**config.mk**
```make
export PLATFORM = sky130hd
export DESIGN_NAME = dvi_frame_seq
export DESIGN_NICKNAME = d
export VERILOG_FILES = /design/src/rtl/dvi_seq_pkg.sv /design/src/rtl/dvi_axis_ctr.sv /design/src/rtl/dvi_sym_map.sv /design/src/rtl/dvi_frame_seq.sv
export SDC_FILE = /design/constraint.sdc
export NUM_CORES = 1
export LEC_CHECK = 0
export ABC_AREA = 1
export BUFFER_PORTS_ARGS = -buffer_cell sky130_fd_sc_hd__buf_2
export CORE_UTILIZATION = 51
export CTS_CLUSTER_DIAMETER = 80
export CTS_CLUSTER_SIZE = 14
export DETAILED_ROUTE_END_ITERATION = 6
export GPL_TIMING_DRIVEN = 1
export PLACE_DENSITY_LB_ADDON = 0.3
export SLEW_MARGIN = 20
export SYNTH_ARGS = -nofsm -noshare
export SYNTH_HDL_FRONTEND = slang
export SYNTH_HIERARCHICAL = 1
export SYNTH_SLANG_ARGS = --single-unit
```
**constraint.sdc**
```tcl
create_clock -name clk -period 2.05 [get_ports clk]
set_input_delay 0.1025 -clock clk [delete_from_list [all_inputs] [get_ports clk]]
set_output_delay 0.1025 -clock clk [all_outputs]
set_load 0.01 [all_outputs]
```
**src/rtl/dvi_seq_pkg.sv**
```systemverilog
package dvi_seq_pkg;

   localparam int SYM_W = 10;
   typedef logic [SYM_W-1:0] sym_t;

   // blanking symbols, named by the sync state they carry
   localparam sym_t SYM_IDLE  = 10'b1101010100;
   localparam sym_t SYM_HS    = 10'b0010101011;
   localparam sym_t SYM_VS    = 10'b0101010100;
   localparam sym_t SYM_HS_VS = 10'b1010101011;

   function automatic sym_t blue_ctrl(input logic vs, input logic hs);
      sym_t s;
      case ({vs, hs})
         2'b01:   s = SYM_HS;
         2'b10:   s = SYM_VS;
         2'b11:   s = SYM_HS_VS;
         default: s = SYM_IDLE;
      endcase
      return s;
   endfunction

endpackage

```
**src/rtl/dvi_axis_ctr.sv**
```systemverilog
module dvi_axis_ctr #(
   parameter int LIMIT = 800,
   parameter int W     = $clog2(LIMIT)
) (
   input  logic         clk,
   input  logic         rst_n,
   input  logic         step,
   output logic [W-1:0] cnt,
   output logic [W-1:0] nxt
);

   logic at_end;

   assign at_end = (cnt == W'(LIMIT - 1));

   always_comb begin
      if (!step)
         nxt = cnt;
      else if (at_end)
         nxt = '0;
      else
         nxt = cnt + 1'b1;
   end

   always_ff @(posedge clk or negedge rst_n) begin
      if (!rst_n)
         cnt <= '0;
      else
         cnt <= nxt;
   end

endmodule

```
**src/rtl/dvi_sym_map.sv**
```systemverilog
module dvi_sym_map
   import dvi_seq_pkg::*;
#(
   parameter int H_ACTIVE = 640,
   parameter int H_FRONT  = 16,
   parameter int H_SYNC   = 16,
   parameter int V_ACTIVE = 480,
   parameter int V_FRONT  = 10,
   parameter int V_SYNC   = 2,
   parameter int XW       = 10,
   parameter int YW       = 10
) (
   input  logic [XW-1:0] pos_x,
   input  logic [YW-1:0] pos_y,
   output logic          act,
   output sym_t          lane_r,
   output sym_t          lane_g,
   output sym_t          lane_b
);

   localparam int HS_BEG = H_ACTIVE + H_FRONT;
   localparam int HS_END = HS_BEG + H_SYNC;
   localparam int VS_BEG = V_ACTIVE + V_FRONT;
   localparam int VS_END = VS_BEG + V_SYNC;

   logic in_hs, in_vs;

   always_comb begin
      in_hs  = (int'(pos_x) >= HS_BEG) && (int'(pos_x) < HS_END);
      in_vs  = (int'(pos_y) >= VS_BEG) && (int'(pos_y) < VS_END);
      act    = (int'(pos_x) < H_ACTIVE) && (int'(pos_y) < V_ACTIVE);
      lane_r = SYM_IDLE;
      lane_g = SYM_IDLE;
      lane_b = act ? SYM_IDLE : blue_ctrl(in_vs, in_hs);
   end

endmodule

```
**src/rtl/dvi_frame_seq.sv**
```systemverilog
module dvi_frame_seq
   import dvi_seq_pkg::*;
#(
   parameter int H_ACTIVE = 640,
   parameter int H_FRONT  = 16,
   parameter int H_SYNC   = 16,
   parameter int H_BACK   = 128,
   parameter int V_ACTIVE = 480,
   parameter int V_FRONT  = 10,
   parameter int V_SYNC   = 2,
   parameter int V_BACK   = 33,
   localparam int H_TOTAL = H_ACTIVE + H_FRONT + H_SYNC + H_BACK,
   localparam int V_TOTAL = V_ACTIVE + V_FRONT + V_SYNC + V_BACK,
   localparam int XW      = $clog2(H_TOTAL),
   localparam int YW      = $clog2(V_TOTAL)
) (
   input  logic          clk,
   input  logic          rst_n,
   input  logic          tick_en,
   output logic          data_en,
   output logic [XW-1:0] pix_x,
   output logic [YW-1:0] pix_y,
   output logic [9:0]    sym_red,
   output logic [9:0]    sym_grn,
   output logic [9:0]    sym_blu
);

   // elaboration-time geometry checks
   if (H_ACTIVE < 1 || V_ACTIVE < 1) begin : g_bad_active
      $error("dvi_frame_seq: active area must be at least one tick and one line");
   end
   if (H_SYNC < 1 || V_SYNC < 1) begin : g_bad_sync
      $error("dvi_frame_seq: sync widths must be positive");
   end
   if (H_FRONT < 0 || H_BACK < 0 || V_FRONT < 0 || V_BACK < 0) begin : g_bad_porch
      $error("dvi_frame_seq: porches must not be negative");
   end
   if (SYM_W != 10) begin : g_bad_sym
      $error("dvi_frame_seq: lane symbols must be 10 bits");
   end

   logic          line_end;
   logic [XW-1:0] x_nxt;
   logic [YW-1:0] y_nxt;
   logic          de_nxt;
   sym_t          r_nxt, g_nxt, b_nxt;

   assign line_end = (pix_x == XW'(H_TOTAL - 1));

   dvi_axis_ctr #(.LIMIT(H_TOTAL), .W(XW)) u_hctr (
      .clk   (clk),
      .rst_n (rst_n),
      .step  (tick_en),
      .cnt   (pix_x),
      .nxt   (x_nxt)
   );

   dvi_axis_ctr #(.LIMIT(V_TOTAL), .W(YW)) u_vctr (
      .clk   (clk),
      .rst_n (rst_n),
      .step  (tick_en && line_end),
      .cnt   (pix_y),
      .nxt   (y_nxt)
   );

   // decode the position the counters move to, so symbols land with it
   dvi_sym_map #(
      .H_ACTIVE (H_ACTIVE), .H_FRONT (H_FRONT), .H_SYNC (H_SYNC),
      .V_ACTIVE (V_ACTIVE), .V_FRONT (V_FRONT), .V_SYNC (V_SYNC),
      .XW       (XW),       .YW      (YW)
   ) u_map (
      .pos_x  (x_nxt),
      .pos_y  (y_nxt),
      .act    (de_nxt),
      .lane_r (r_nxt),
      .lane_g (g_nxt),
      .lane_b (b_nxt)
   );

   always_ff @(posedge clk or negedge rst_n) begin
      if (!rst_n) begin
         data_en <= 1'b1;
         sym_red <= SYM_IDLE;
         sym_grn <= SYM_IDLE;
         sym_blu <= SYM_IDLE;
      end else if (tick_en) begin
         data_en <= de_nxt;
         sym_red <= r_nxt;
         sym_grn <= g_nxt;
         sym_blu <= b_nxt;
      end
   end

endmodule

```
======== Word-level counts from Yosys, hierarchy flattened ========
Index checks and enable logic that the tools add are counted.
cells by class
  add/subtract/negate cells ............... 2
  $lt $le $gt $ge ......................... 6
  equal/unequal tests ..................... 5
  mux-type cells .......................... 6
  reductions and logical operators ........ 4
operators by type and width
  operator                 number
  $mux W10                 5
  $pmux W10 S3             1
  $add A10 B1 Y10 const B  2
  $eq A10 B10 Y1 const B   2
  $lt A10 B10 Y1 const B   2
  $lt A10 B9 Y1 const B    2
  $ge A10 B10 Y1 const B   1
  $ge A10 B9 Y1 const B    1
  $eq A2 B2 Y1 const B     2
  $logic_and A1 B1 Y1      4
  $eq A2 B1 Y1 const B     1
word-level totals
  register bits ........................... 31
  output and inout bits ................... 51
  logic and storage cells ................. 27

======== Logic depth before layout (Yosys ltp) ========
Gate-level depths: netlist (run 1).
  depth after elaboration ................. 8
  depth in mapped cells ................... 20
  depth with buffers taken out ............ 19

======== Cells and area by module ========
Netlist (run 1), hierarchy kept.
by module, submodules not included
  module                  times used  cells each  area each (um^2)  sequential area each (um^2)
  dvi_frame_seq           1           143         1,313.8           795.8
  dvi_axis_ctr at u_vctr  1           85          626.9             250.2
  dvi_axis_ctr at u_hctr  1           69          586.8             250.2
  dvi_sym_map             1           52          341.6             0.0

======== Worst setup path before layout (run 1) ========
Ideal clock, no wire load.
  path kind ............................... flip-flop to flip-flop
  start point ............................. register u_hctr.cnt[7]
  end point ............................... register sym_blu[9]
  arrival ................................. 1,882 ps
  required time ........................... 1,965 ps
  setup slack ............................. 84 ps
  stages on the path, launching flop included .. 20
  period minus slack after synthesis ...... 1,966 ps
  path through ............................ dfrtp_1 > inv_1 > nand2_1 > nor2_1 > nand2_1 > nor2_1 > buf_6 > nand3_2 > nor2_4 > nand3_1 > nand2_1 > nand2_1 > inv_1 > nand3_1 > nor2_4 > nand3_1 > nand2_1 > inv_1 > nand2_1 > o21ai_0
between the ends
  word-level cells in the longest chain between the ends .. 8
ends and longest elaborated chain
  element                                         line                 source
  start, declared                                 dvi_axis_ctr.sv:8    output logic [W-1:0] cnt,
  start signal, assigned                          dvi_axis_ctr.sv:29   cnt <= nxt;
  $eq A10 B10 Y1 (*)                              dvi_frame_seq.sv:48  assign line_end = (pix_x == XW'(H_TOTAL - 1));
  $logic_and A1 B1 Y1 (*)                         dvi_frame_seq.sv:61  .step (tick_en && line_end),
  $mux W10 (*)                                    dvi_axis_ctr.sv:17   if (!step)
  net y_nxt[7]                                    dvi_frame_seq.sv:44  logic [YW-1:0] y_nxt;
  $ge A10 B9 Y1 or $lt A10 B9 Y1 (tied branches)  dvi_sym_map.sv:30    in_vs = (int'(pos_y) >= VS_BEG) && (int'(pos_y) < VS_END);
  $logic_and A1 B1 Y1                             dvi_sym_map.sv:30
  $eq A2 B2 Y1 or $eq A2 B1 Y1 (tied branches)    dvi_seq_pkg.sv:14    case ({vs, hs})
  $pmux W10 S3                                    dvi_seq_pkg.sv:14
  $mux W10 (*)                                    dvi_sym_map.sv:34    lane_b = act ? SYM_IDLE : blue_ctrl(in_vs, in_hs);
  net b_nxt[9]                                    dvi_frame_seq.sv:46  sym_t r_nxt, g_nxt, b_nxt;
  end signal, assigned                            dvi_frame_seq.sv:90  sym_blu <= b_nxt;
  end, declared                                   dvi_frame_seq.sv:25  output logic [9:0] sym_blu
Mark *: on every way through the listed nets, which the timed path passes. The rest lies on a longest branch.
A chain may end at the register's enable or synchronous reset.

======== Worst setup path in the final report (run 1) ========
  start point ............................. register u_hctr.cnt[5]
  end point ............................... register sym_blu[9]
The elaborated chain is that of the path after synthesis.

==> flow_summary_export.csv, run 1 <==
group,metric,value,unit
floorplan,start_util,0.544,
sta,drv_slew,0,
grt,grt_pass1_vias,2149,
clock_tree,htree_levels,2,
final_layout,antenna_cells,0,
clock_tree,cts_sinks,51,
grt,grt_pass1_wl,9.09,mm
routing,route.detailed.drc,0,
final_layout,fin_nets,421,
final_layout,fin_area,0.00334,sq mm
routing,drt_iter0_markers,114,
setup_path,critical_path_required,2290,ps
floorplan,core_area,0.00527,sq mm
routing,top_layer,"met4",
setup_path,critPathCaptureType,"flop",
flow_run,drv_cap,0,
routing,wl_per_cell,11.0,um
grt,track_usage,0.191,
final_layout,final_common_cell,"nand2_1",
final_layout,fin_cells,486,
routing,firstDrtPassIters,4,
logic_synthesis,synth_top_family_by_area,"simple AND/OR/NAND/NOR gates",
logic_synthesis,ys_ff_latch,51,
sta,relSlewSlack,0.576,
final_layout,regArea,0.00130,sq mm
setup_path,critPathBufInv,4,
floorplan,die_y,77.0,um
logic_synthesis,avgSynthCellArea,8.22,sq um
clock_tree,cts_root_buf,"clkbuf_8",
sta,finalCritPeriodShare,0.996,
grt,antenna_found_initial,0,
routing,antenna_left,0,
routing,drt_wl_total,5.35,mm
sta,hold_viol_final,0,
routing,wl_met1,2.34,mm
logic_synthesis,synth.cell_area,0.00287,sq mm
clock_tree,cts_tree,"yes",
logic_synthesis,ys_seq_area_frac,0.452,
floorplan,ios,54,
clock_tree,cts_max_path_buffers,2,
routing,wl_met3,191,um
setup_path,start_kind,"flop",
grt,grt_overflow,0,
power_and_ir_drop,p_per_area,857,mW/mm^2
setup_path,crit_chain,"inv_1 > nand2_1 > nor2_1 > nand2_1 > nor2_1 > buf_4 > nand2_4 > nor2_1 > nand3_1 > o21bai_1 > nand2_1 > inv_1 > nand3_2 > nor2_4 > nand2_1 > nand2_1 > nand2_1 > inv_1 > nand2_1 > o21ai_1",
place,io_buffer_count,53,
floorplan,rows,26,
setup_path,critPathMaxStageDelay,400,ps
floorplan,die-area,0.00593,sq mm
logic_synthesis,synth_xor_area_frac,0.0183,
logic_synthesis,synth_cells,349,
setup_path,path_common_cell,"nand2_1",
setup_path,path_delay_family,"simple AND/OR/NAND/NOR gates",
final_layout,multi_input_area,0.00113,sq mm
setup_path,path_class,"reg2reg",
grt,grt_max_degree,52,
setup_path,critPathSlowestCell,"dfrtp_1",
final_layout,area_growth,16.4,%
hold_path,hold_class,"in2reg",
power_and_ir_drop,p_total,2.86,mW
final_layout,layout-drive-gt1-share,0.315,
sta,holdWs,155,ps
logic_synthesis,synth-simple-area-share,0.237,
place,dpl.hpwl,3.75,mm
place,placedCellCount,471,
sta,setup_viol,0,
power_and_ir_drop,p_leak,1.86,nW
place,dpl_cell_area,0.00312,sq mm
clock_tree,insertion_delay,300,ps
logic_synthesis,ys_warn_count,6,
sta,clock_skew,8.96,ps
routing,route.met2.wl,2.77,mm
final_layout,n_fill_cell,485,
logic_synthesis,yosysUniqueCellTypes,32,
routing,dr_total_vias,2225,
place,gp_congestion,0.882,
clock_tree,cts_buffers,5,
sta,fmax,490,MHz
routing,viasPerCell,4.58,
sta,finalCriticalPeriod,2040,ps
sta,worst_slew_pin_slew,636,ps
floorplan,die_x,77.0,um
setup_path,crit_path_max_fanout,5,
run_status,status,"finished clean",
logic_synthesis,synthMuxAreaShare,0.00392,
clock_tree,cts.clk_slew.worst_paths,90,ps
power_and_ir_drop,ir_drop,0.394,mV
logic_synthesis,synth-compound-area-share,0.0776,
setup_path,critPathArrivalTime,2280,ps
final_layout,final_cell_mix,"77 x nand2_1, 65 x inv_1, 53 x buf_2",
sta,rsz0062_at_grt,"yes",
logic_synthesis,synthAdderAreaFrac,0.0131,
cell type report:
type | count | area share
sequential | 51 | 0.388
inverter | 71 | 0.0802
timing repair buffer | 76 | 0.132
multi-input combinational | 210 | 0.339
clock inverter | 3 | 0.0139
tap | 70 | 0.0262
clock buffer | 5 | 0.0206
final timing paths:
kind,startpoint,end,slack [ps],cells after the start
worst max-delay path,u_hctr/cnt[5]$_DFF_PN0_,sym_blu[9]$_DFFE_PN1P_,8,20
worst min-delay path,tick_en,u_hctr/cnt[2]$_DFF_PN0_,160,4
worst max register to register,u_hctr/cnt[5]$_DFF_PN0_,sym_blu[9]$_DFFE_PN1P_,8,20
worst min register to register,sym_grn[6]$_DFFE_PN1P_,sym_grn[6]$_DFFE_PN1P_,460,2
max in group asynchronous,rst_n,u_hctr/cnt[6]$_DFF_PN0_,1190,3
min in group asynchronous,rst_n,u_hctr/cnt[2]$_DFF_PN0_,430,3
registers in the layout, summed over array words and instances, names as in the netlist:
| register | flops |
|---|---|
| u_hctr/cnt | 10 |
| sym_red | 10 |
| sym_blu | 10 |
| u_vctr/cnt | 10 |
| data_en | 1 |
| sym_grn | 10 |
per-layer routing:
metal | track usage | vias to the layer above
li1 | - | 1137
met1 | 0.226 | 1034
met2 | 0.353 | 47
met3 | 0.0321 | 7
met4 | 0.0547 | 0
met5 | 0 | -
Yosys cell counts:
cell	instances	share of area
ha_1	3	0.013
nor3_1	2	0.0035
dfrtp_1	35	0.31
nand4_1	2	0.0044
nor2_4	4	0.016
nand3_4	1	0.0061
inv_2	3	0.0039
a211oi_1	1	0.0026
dfstp_2	16	0.15
buf_4	27	0.071
a21oi_1	5	0.0087
nand3_2	3	0.010
o21ai_0	10	0.017
nor2_8	1	0.0070
nor2_1	22	0.029
o21bai_1	2	0.0052
mux2_2	1	0.0039
conb_1	2	0.0026
nand4_2	1	0.0044
nand4_4	1	0.0074
nor3_2	1	0.0035
xnor2_1	1	0.0031
nand2_2	2	0.0044
buf_6	8	0.031
xor2_1	5	0.015
nand2_1	77	0.10
clkinv_2	1	0.0017
nand3_1	14	0.024
o21ai_1	25	0.044
inv_1	67	0.088
nor2_2	4	0.0087
nand2_4	2	0.0078
logic make-up after synthesis:
logic type,count (synthesis)
and+or+nand+nor,137
buffers and inverters,106
DFF,51
AOI/OAI and AO/OA,43
xor gates and xnor gates,6
adders and majority gates,3
other,2
muxes,1
per-stage QoR:
step           TNS [ps]  setup slack [ps]  utilization
2_1_floorplan         0              83.7            -
3_5_place_dp      -38.0             -38.0        0.591
6_report              0              7.99        0.633
5_1_grt            -286              -200        0.633
3_3_place_gp          0              13.8        0.591
4_1_cts           -2.35             -2.35        0.625
where the power goes:
group	internal, mW	switching (mW)
sequential	1.15	0.0765
clock	0.368	0.339
combinational	0.385	0.539
total	1.91	0.954
what timing repair did:
action,4_1_cts,5_1_grt
hold endpoints to repair,35,0
setup endpoints to repair,1,7
gates cloned,0,0
gates resized for setup,7,6
buffers inserted,4,2
pin swaps,3,7
hold buffers,1,0
worst min-delay path, delay by kind of cell:
kind | cells | cell delay [ps]
AND/OR/NAND/NOR | 1 | 80
XOR/XNOR | 1 | 60
buffers and inverters | 2 | 180
No activity file was read; power rests on OpenSTA's default activity.
==> run 2, diff against run 1 <==
--- a/config.mk
+++ b/config.mk
@@ -7,12 +7,16 @@
 export LEC_CHECK = 0
 export ABC_AREA = 1
 export BUFFER_PORTS_ARGS = -buffer_cell sky130_fd_sc_hd__buf_2
-export CORE_UTILIZATION = 51
+export CELL_PAD_IN_SITES_DETAIL_PLACEMENT = 1
+export CELL_PAD_IN_SITES_GLOBAL_PLACEMENT = 2
+export CORE_MARGIN = 5
+export CORE_UTILIZATION = 30
 export CTS_CLUSTER_DIAMETER = 80
 export CTS_CLUSTER_SIZE = 14
 export DETAILED_ROUTE_END_ITERATION = 6
 export GPL_TIMING_DRIVEN = 1
 export PLACE_DENSITY_LB_ADDON = 0.3
+export SKIP_CTS_REPAIR_TIMING = 1
 export SLEW_MARGIN = 20
 export SYNTH_ARGS = -nofsm -noshare
 export SYNTH_HDL_FRONTEND = slang
==> run 2 against run 1 <==
Net effect: critical path type unchanged; the run now ends with negative setup slack left; count of clock-buffer cells in the layout did not move; sequential share of layout area down 1.4 points; global-route usage is 7.5 points lower; core utilization shrank 26 points; largest power group unchanged; critical endpoint unchanged.
==> flow_summary_export.csv, run 2 (same netlist as run 1, synthesis figures left out) <==
group,metric,value,unit
power_and_ir_drop,p_per_area,821,mW/mm^2
grt,antenna_found_initial,0,
final_layout,final_common_cell,"nand2_1",
clock_tree,cts_sinks,51,
routing,viasPerCell,4.03,
place,io_buffer_count,53,
final_layout,antenna_cells,0,
floorplan,die_x,108,um
place,place_ws,-169,ps
clock_tree,htree_levels,2,
final_layout,final_cell_mix,"75 x nand2_1, 64 x inv_1, 53 x buf_2",
routing,drt_iter0_markers,39,
setup_path,critPathArrivalTime,2420,ps
sta,finalCriticalPeriod,2190,ps
routing,dr_total_vias,2207,
hold_path,whs_endpoint,"data_en$_DFFE_PN1P_",
setup_path,path_class,"reg2reg",
floorplan,rows,35,
run_status,violations,"negative setup slack",
floorplan,die-area,0.0116,sq mm
clock_tree,cts.clk_slew.worst_paths,90,ps
final_layout,multi_input_area,0.00115,sq mm
grt,grt_pass1_wl,10.8,mm
grt,grt_overflow,0,
hold_path,hold_class,"in2reg",
final_layout,area_growth,20.7,%
setup_path,reg2reg_to,"sym_blu[9]$_DFFE_PN1P_",
setup_path,crit_path_max_fanout,5,
final_layout,fin_area,0.00346,sq mm
setup_path,ff2ff_path_depth,19,
place,gp_congestion,0.800,
power_and_ir_drop,ir_drop,0.430,mV
clock_tree,cts_buffers,5,
routing,route.detailed.drc,0,
sta,worst_slew_pin_slew,568,ps
final_layout,n_fill_cell,1166,
hold_path,hp-start,"tick_en",
setup_path,r2r-start,"u_hctr/cnt[5]$_DFF_PN0_",
hold_path,whs_path_depth,2,
grt,grt_pass1_vias,2304,
final_layout,layout-drive-gt1-share,0.342,
sta,finalSetupTns,-258,ps
floorplan,core_area,0.00928,sq mm
grt,track_usage,0.116,
setup_path,critical_path_required,2280,ps
sta,fmax,456,MHz
sta,drv_slew,0,
sta,fin_ws,-142,ps
setup_path,r2r_setup_slack,-140,ps
flow_run,drv_cap,0,
sta,holdWs,92.6,ps
place,dpl_cell_area,0.00323,sq mm
routing,wl_per_cell,11.6,um
sta,hold_viol_final,0,
place,placedCellCount,534,
sta,relSlewSlack,0.622,
sta,finalCritPeriodShare,1.07,
clock_tree,cts_root_buf,"clkbuf_8",
sta,rsz0062_at_grt,"yes",
clock_tree,cts_max_path_buffers,2,
floorplan,die_y,108,um
floorplan,ios,54,
place,dpl.hpwl,4.80,mm
clock_tree,cts_tree,"yes",
final_layout,fin_cells,547,
sta,setup_viol,2,
routing,drt_wl_total,6.35,mm
routing,antenna_left,0,
sta,clock_skew,7.98,ps
run_status,status,"finished, violations left",
final_layout,regArea,0.00130,sq mm
power_and_ir_drop,p_leak,1.84,nW
setup_path,critPathCaptureType,"flop",
floorplan,start_util,0.309,
setup_path,start_kind,"flop",
final_layout,fin_nets,424,
clock_tree,insertion_delay,300,ps
routing,firstDrtPassIters,4,
grt,grt_max_degree,64,
==> run 2: changes by cell type in the layout (fill, tap and decap cells not counted), sizes merged <==
cell and delta:
buf +3, inv -1
==> run 2: worst max-delay path: stages (launching register included) <==
cell and delay, ps:
dfrtp_1 410, inv_2 60, nand2_2 40, nor2_2 120, nand2_1 60, nor2_1 110, buf_4 170, nand3_4 90
nor2_4 200, buf_6 120, xor2_1 50, inv_1 80, nand3_2 100, nor2_4 150, nand2_1 70, nand2_1 60
nand2_1 50, inv_1 50, nand2_1 50, o21ai_1 100
==> run 2: metal layers <==
layer | GRT usage | up-vias | wire length [um]
li1 | - | 1140 | -
met1 | 0.151 | 1025 | 3030
met2 | 0.193 | 35 | 2980
met3 | 0.0258 | 7 | 252
met4 | 0.0352 | 0 | 80
met5 | 0 | - | 0
==> run 2: worst max-delay path by stage <==
stage	from	end	slack, ps	cells after the start
after floorplan	u_hctr/cnt[7]$_DFF_PN0_	sym_blu[9]$_DFFE_PN1P_	80	19
after global placement	u_hctr/cnt[5]$_DFF_PN0_	sym_blu[9]$_DFFE_PN1P_	-120	20
after detailed placement	u_hctr/cnt[5]$_DFF_PN0_	sym_blu[9]$_DFFE_PN1P_	-170	20
after CTS	u_hctr/cnt[5]$_DFF_PN0_	sym_blu[9]$_DFFE_PN1P_	-210	20
after global routing	u_hctr/cnt[5]$_DFF_PN0_	sym_blu[9]$_DFFE_PN1P_	-380	20
final	u_hctr/cnt[5]$_DFF_PN0_	sym_blu[9]$_DFFE_PN1P_	-140	19
==> run 2: cell type report <==
type	count	share of cell area
flip-flops and latches	51	0.374
multi-input cells	210	0.332
repair buffers	79	0.138
inverters	71	0.0773
well taps	129	0.0466
clock buffers	5	0.0199
clock inverters	2	0.0108
==> run 2: power by group <==
part           internal (mW)  total, mW  switching (mW)
registers               1.15       1.23          0.0772
clock network          0.357      0.691           0.334
logic                  0.374      0.920           0.546
total                   1.89       2.84           0.957
==> run 2: through the flow <==
step | util | power [mW]
after floorplan | - | 1.79
after global placement | 0.348 | 2.15
after detailed placement | 0.348 | 2.16
after CTS | 0.360 | 2.88
after global routing | 0.373 | 3.05
final | 0.373 | 2.84
==> run 3, diff against run 2 <==
--- a/config.mk
+++ b/config.mk
@@ -15,6 +15,7 @@
 export CTS_CLUSTER_SIZE = 14
 export DETAILED_ROUTE_END_ITERATION = 6
 export GPL_TIMING_DRIVEN = 1
+export MAX_ROUTING_LAYER = met4
 export PLACE_DENSITY_LB_ADDON = 0.3
 export SKIP_CTS_REPAIR_TIMING = 1
 export SLEW_MARGIN = 20
==> run 3 against run 2 <==
Net effect: the flow still finishes with violations (negative setup slack); flip-flop and latch count unchanged; via count stayed put; first-iteration DRC count did not move; combinational power barely moved; register-to-register slack barely moved; maximum frequency about the same; clock power hardly changed; count of clock-buffer cells in the layout unchanged; critical path type unchanged; sequential share of layout area unchanged.
==> flow_summary_export.csv, run 3 (same netlist as run 1, synthesis figures left out) <==
group,metric,value,unit
run_status,status,"finished, violations left",
run_status,violations,"negative setup slack",
sta,finalSetupTns,-258,ps
power_and_ir_drop,switchingPower,0.957,mW
sta,fmax,456,MHz
final_layout,n_fill_cell,1166,
final_layout,final_cell_mix,"75 x nand2_1, 64 x inv_1, 53 x buf_2",
power_and_ir_drop,ir_drop,0.430,mV
floorplan,start_util,0.309,
clock_tree,cts_sinks,51,
clock_tree,insertion_delay,300,ps
setup_path,critPathCaptureType,"flop",
final_layout,layout-drive-gt1-share,0.342,
routing,wl_per_cell,11.6,um
place,gp_congestion,0.812,
clock_tree,cts_max_path_buffers,2,
floorplan,rows,35,
grt,use_met3,0.0216,
sta,rsz0062_at_grt,"yes",
power_and_ir_drop,p_leak,1.84,nW
power_and_ir_drop,internal-power,1.89,mW
grt,grt_use_met2,0.193,
clock_tree,cts_root_buf,"clkbuf_8",
sta,fin_ws,-142,ps
place,io_buffer_count,53,
grt,antenna_found_initial,0,
flow_run,drv_cap,0,
setup_path,critPathMaxStageDelay,410,ps
setup_path,critPathArrivalTime,2420,ps
setup_path,start_kind,"flop",
hold_path,hold_class,"in2reg",
routing,drt_wl_total,6.35,mm
final_layout,area_growth,20.7,%
power_and_ir_drop,switching_share,0.337,
power_and_ir_drop,combinationalPowerShare,0.324,
final_layout,final_common_cell,"nand2_1",
floorplan,core_area,0.00928,sq mm
grt,grt_overflow,0,
setup_path,path_common_cell,"nand2_1",
routing,antenna_left,0,
floorplan,ios,54,
clock_tree,htree_levels,2,
power_and_ir_drop,p_per_area,821,mW/mm^2
grt,grt_max_degree,64,
place,placedCellCount,534,
grt,grt_pass1_vias,2304,
sta,setup_viol,2,
grt,grt_pass1_wl,10.8,mm
setup_path,critical_path_required,2280,ps
routing,viasPerCell,4.03,
final_layout,fin_nets,424,
sta,clock_skew,7.96,ps
floorplan,die_y,108,um
setup_path,crit_path_max_fanout,5,
routing,drt_iter0_markers,39,
sta,finalCritPeriodShare,1.07,
floorplan,die-area,0.0116,sq mm
final_layout,fin_cells,547,
place,dpl.hpwl,4.80,mm
clock_tree,cts.clk_slew.worst_paths,90,ps
setup_path,crit_chain,"inv_2 > nand2_2 > nor2_2 > nand2_1 > nor2_1 > buf_4 > nand3_4 > nor2_4 > buf_6 > xor2_1 > inv_1 > nand3_2 > nor2_4 > nand2_1 > nand2_1 > nand2_1 > inv_1 > nand2_1 > o21ai_1",
sta,relSlewSlack,0.622,
clock_tree,cts_tree,"yes",
power_and_ir_drop,seqPwrFrac,0.433,
routing,route.detailed.drc,0,
grt,grt_most_used_layer,"met2",
routing,dr_total_vias,2207,
grt,grtUsageMet1,0.153,
sta,finalCriticalPeriod,2190,ps
clock_tree,cts_buffers,5,
final_layout,antenna_cells,0,
grt,track_usage,0.119,
sta,hold_viol_final,0,
routing,firstDrtPassIters,4,
floorplan,die_x,108,um
power_and_ir_drop,clock_power_share,0.243,
sta,worst_slew_pin_slew,568,ps
setup_path,critPathSlowestCell,"dfrtp_1",
setup_path,path_class,"reg2reg",
sta,drv_slew,0,
run 3: cell counts in the layout (fill, tap and decap cells not counted):
No cell type changed its count.
run 3: critical path: cells and delay by family, from the launching register on:
family | cells | cell delay [ps]
compound gates | 1 | 100
xor+xnor | 1 | 50
buf+inv | 5 | 480
flops | 1 | 410
simple gates | 12 | 1100
run 3: power groups by stage:
stage               sequential [mW]  combinational [mW]  clock, mW
floorplan                      1.36               0.431          0
global placement               1.24               0.913          0
detailed placement             1.25               0.917          0
CTS                            1.23               0.922      0.730
global route                   1.25                1.04      0.757
finish                         1.23               0.920      0.691
run 3: per-layer routing:
metal	share of wire	vias to the layer above
met5	0	-
met4	0.013	0
met3	0.032	7
met2	0.47	35
met1	0.49	1025
li1	-	1140
run 3: final timing paths:
check	start	to	slack (ps)	cells after the start
max in group asynchronous	rst_n	sym_blu[9]$_DFFE_PN1P_	1440	3
min reg2reg	sym_grn[2]$_DFFE_PN1P_	sym_grn[2]$_DFFE_PN1P_	460	2
max	u_hctr/cnt[5]$_DFF_PN0_	sym_blu[9]$_DFFE_PN1P_	-140	19
min in group asynchronous	rst_n	u_hctr/cnt[7]$_DFF_PN0_	320	3
max reg2reg	u_hctr/cnt[5]$_DFF_PN0_	sym_blu[9]$_DFFE_PN1P_	-140	19
min	tick_en	data_en$_DFFE_PN1P_	90	2
run 3: per-stage QoR:
stage	util	area (sq um)	setup slack [ps]	hold WS (ps)	power [mW]
2_1_floorplan	-	2940	83.7	-193	1.79
3_3_place_gp	0.348	3230	-116	124	2.15
3_5_place_dp	0.348	3230	-169	122	2.16
4_1_cts	0.360	3340	-209	-215	2.88
5_1_grt	0.373	3460	-383	106	3.05
6_report	0.373	3460	-142	92.5	2.84
run 3: final cells by class:
type	count	area, sq um	share of cell area
multi-input cells	210	1150	0.332
clock inverters	2	37.5	0.0108
inverters	71	268	0.0773
well taps	129	161	0.0466
flip-flops and latches	51	1300	0.374
repair buffers	79	479	0.138
clock buffers	5	68.8	0.0199
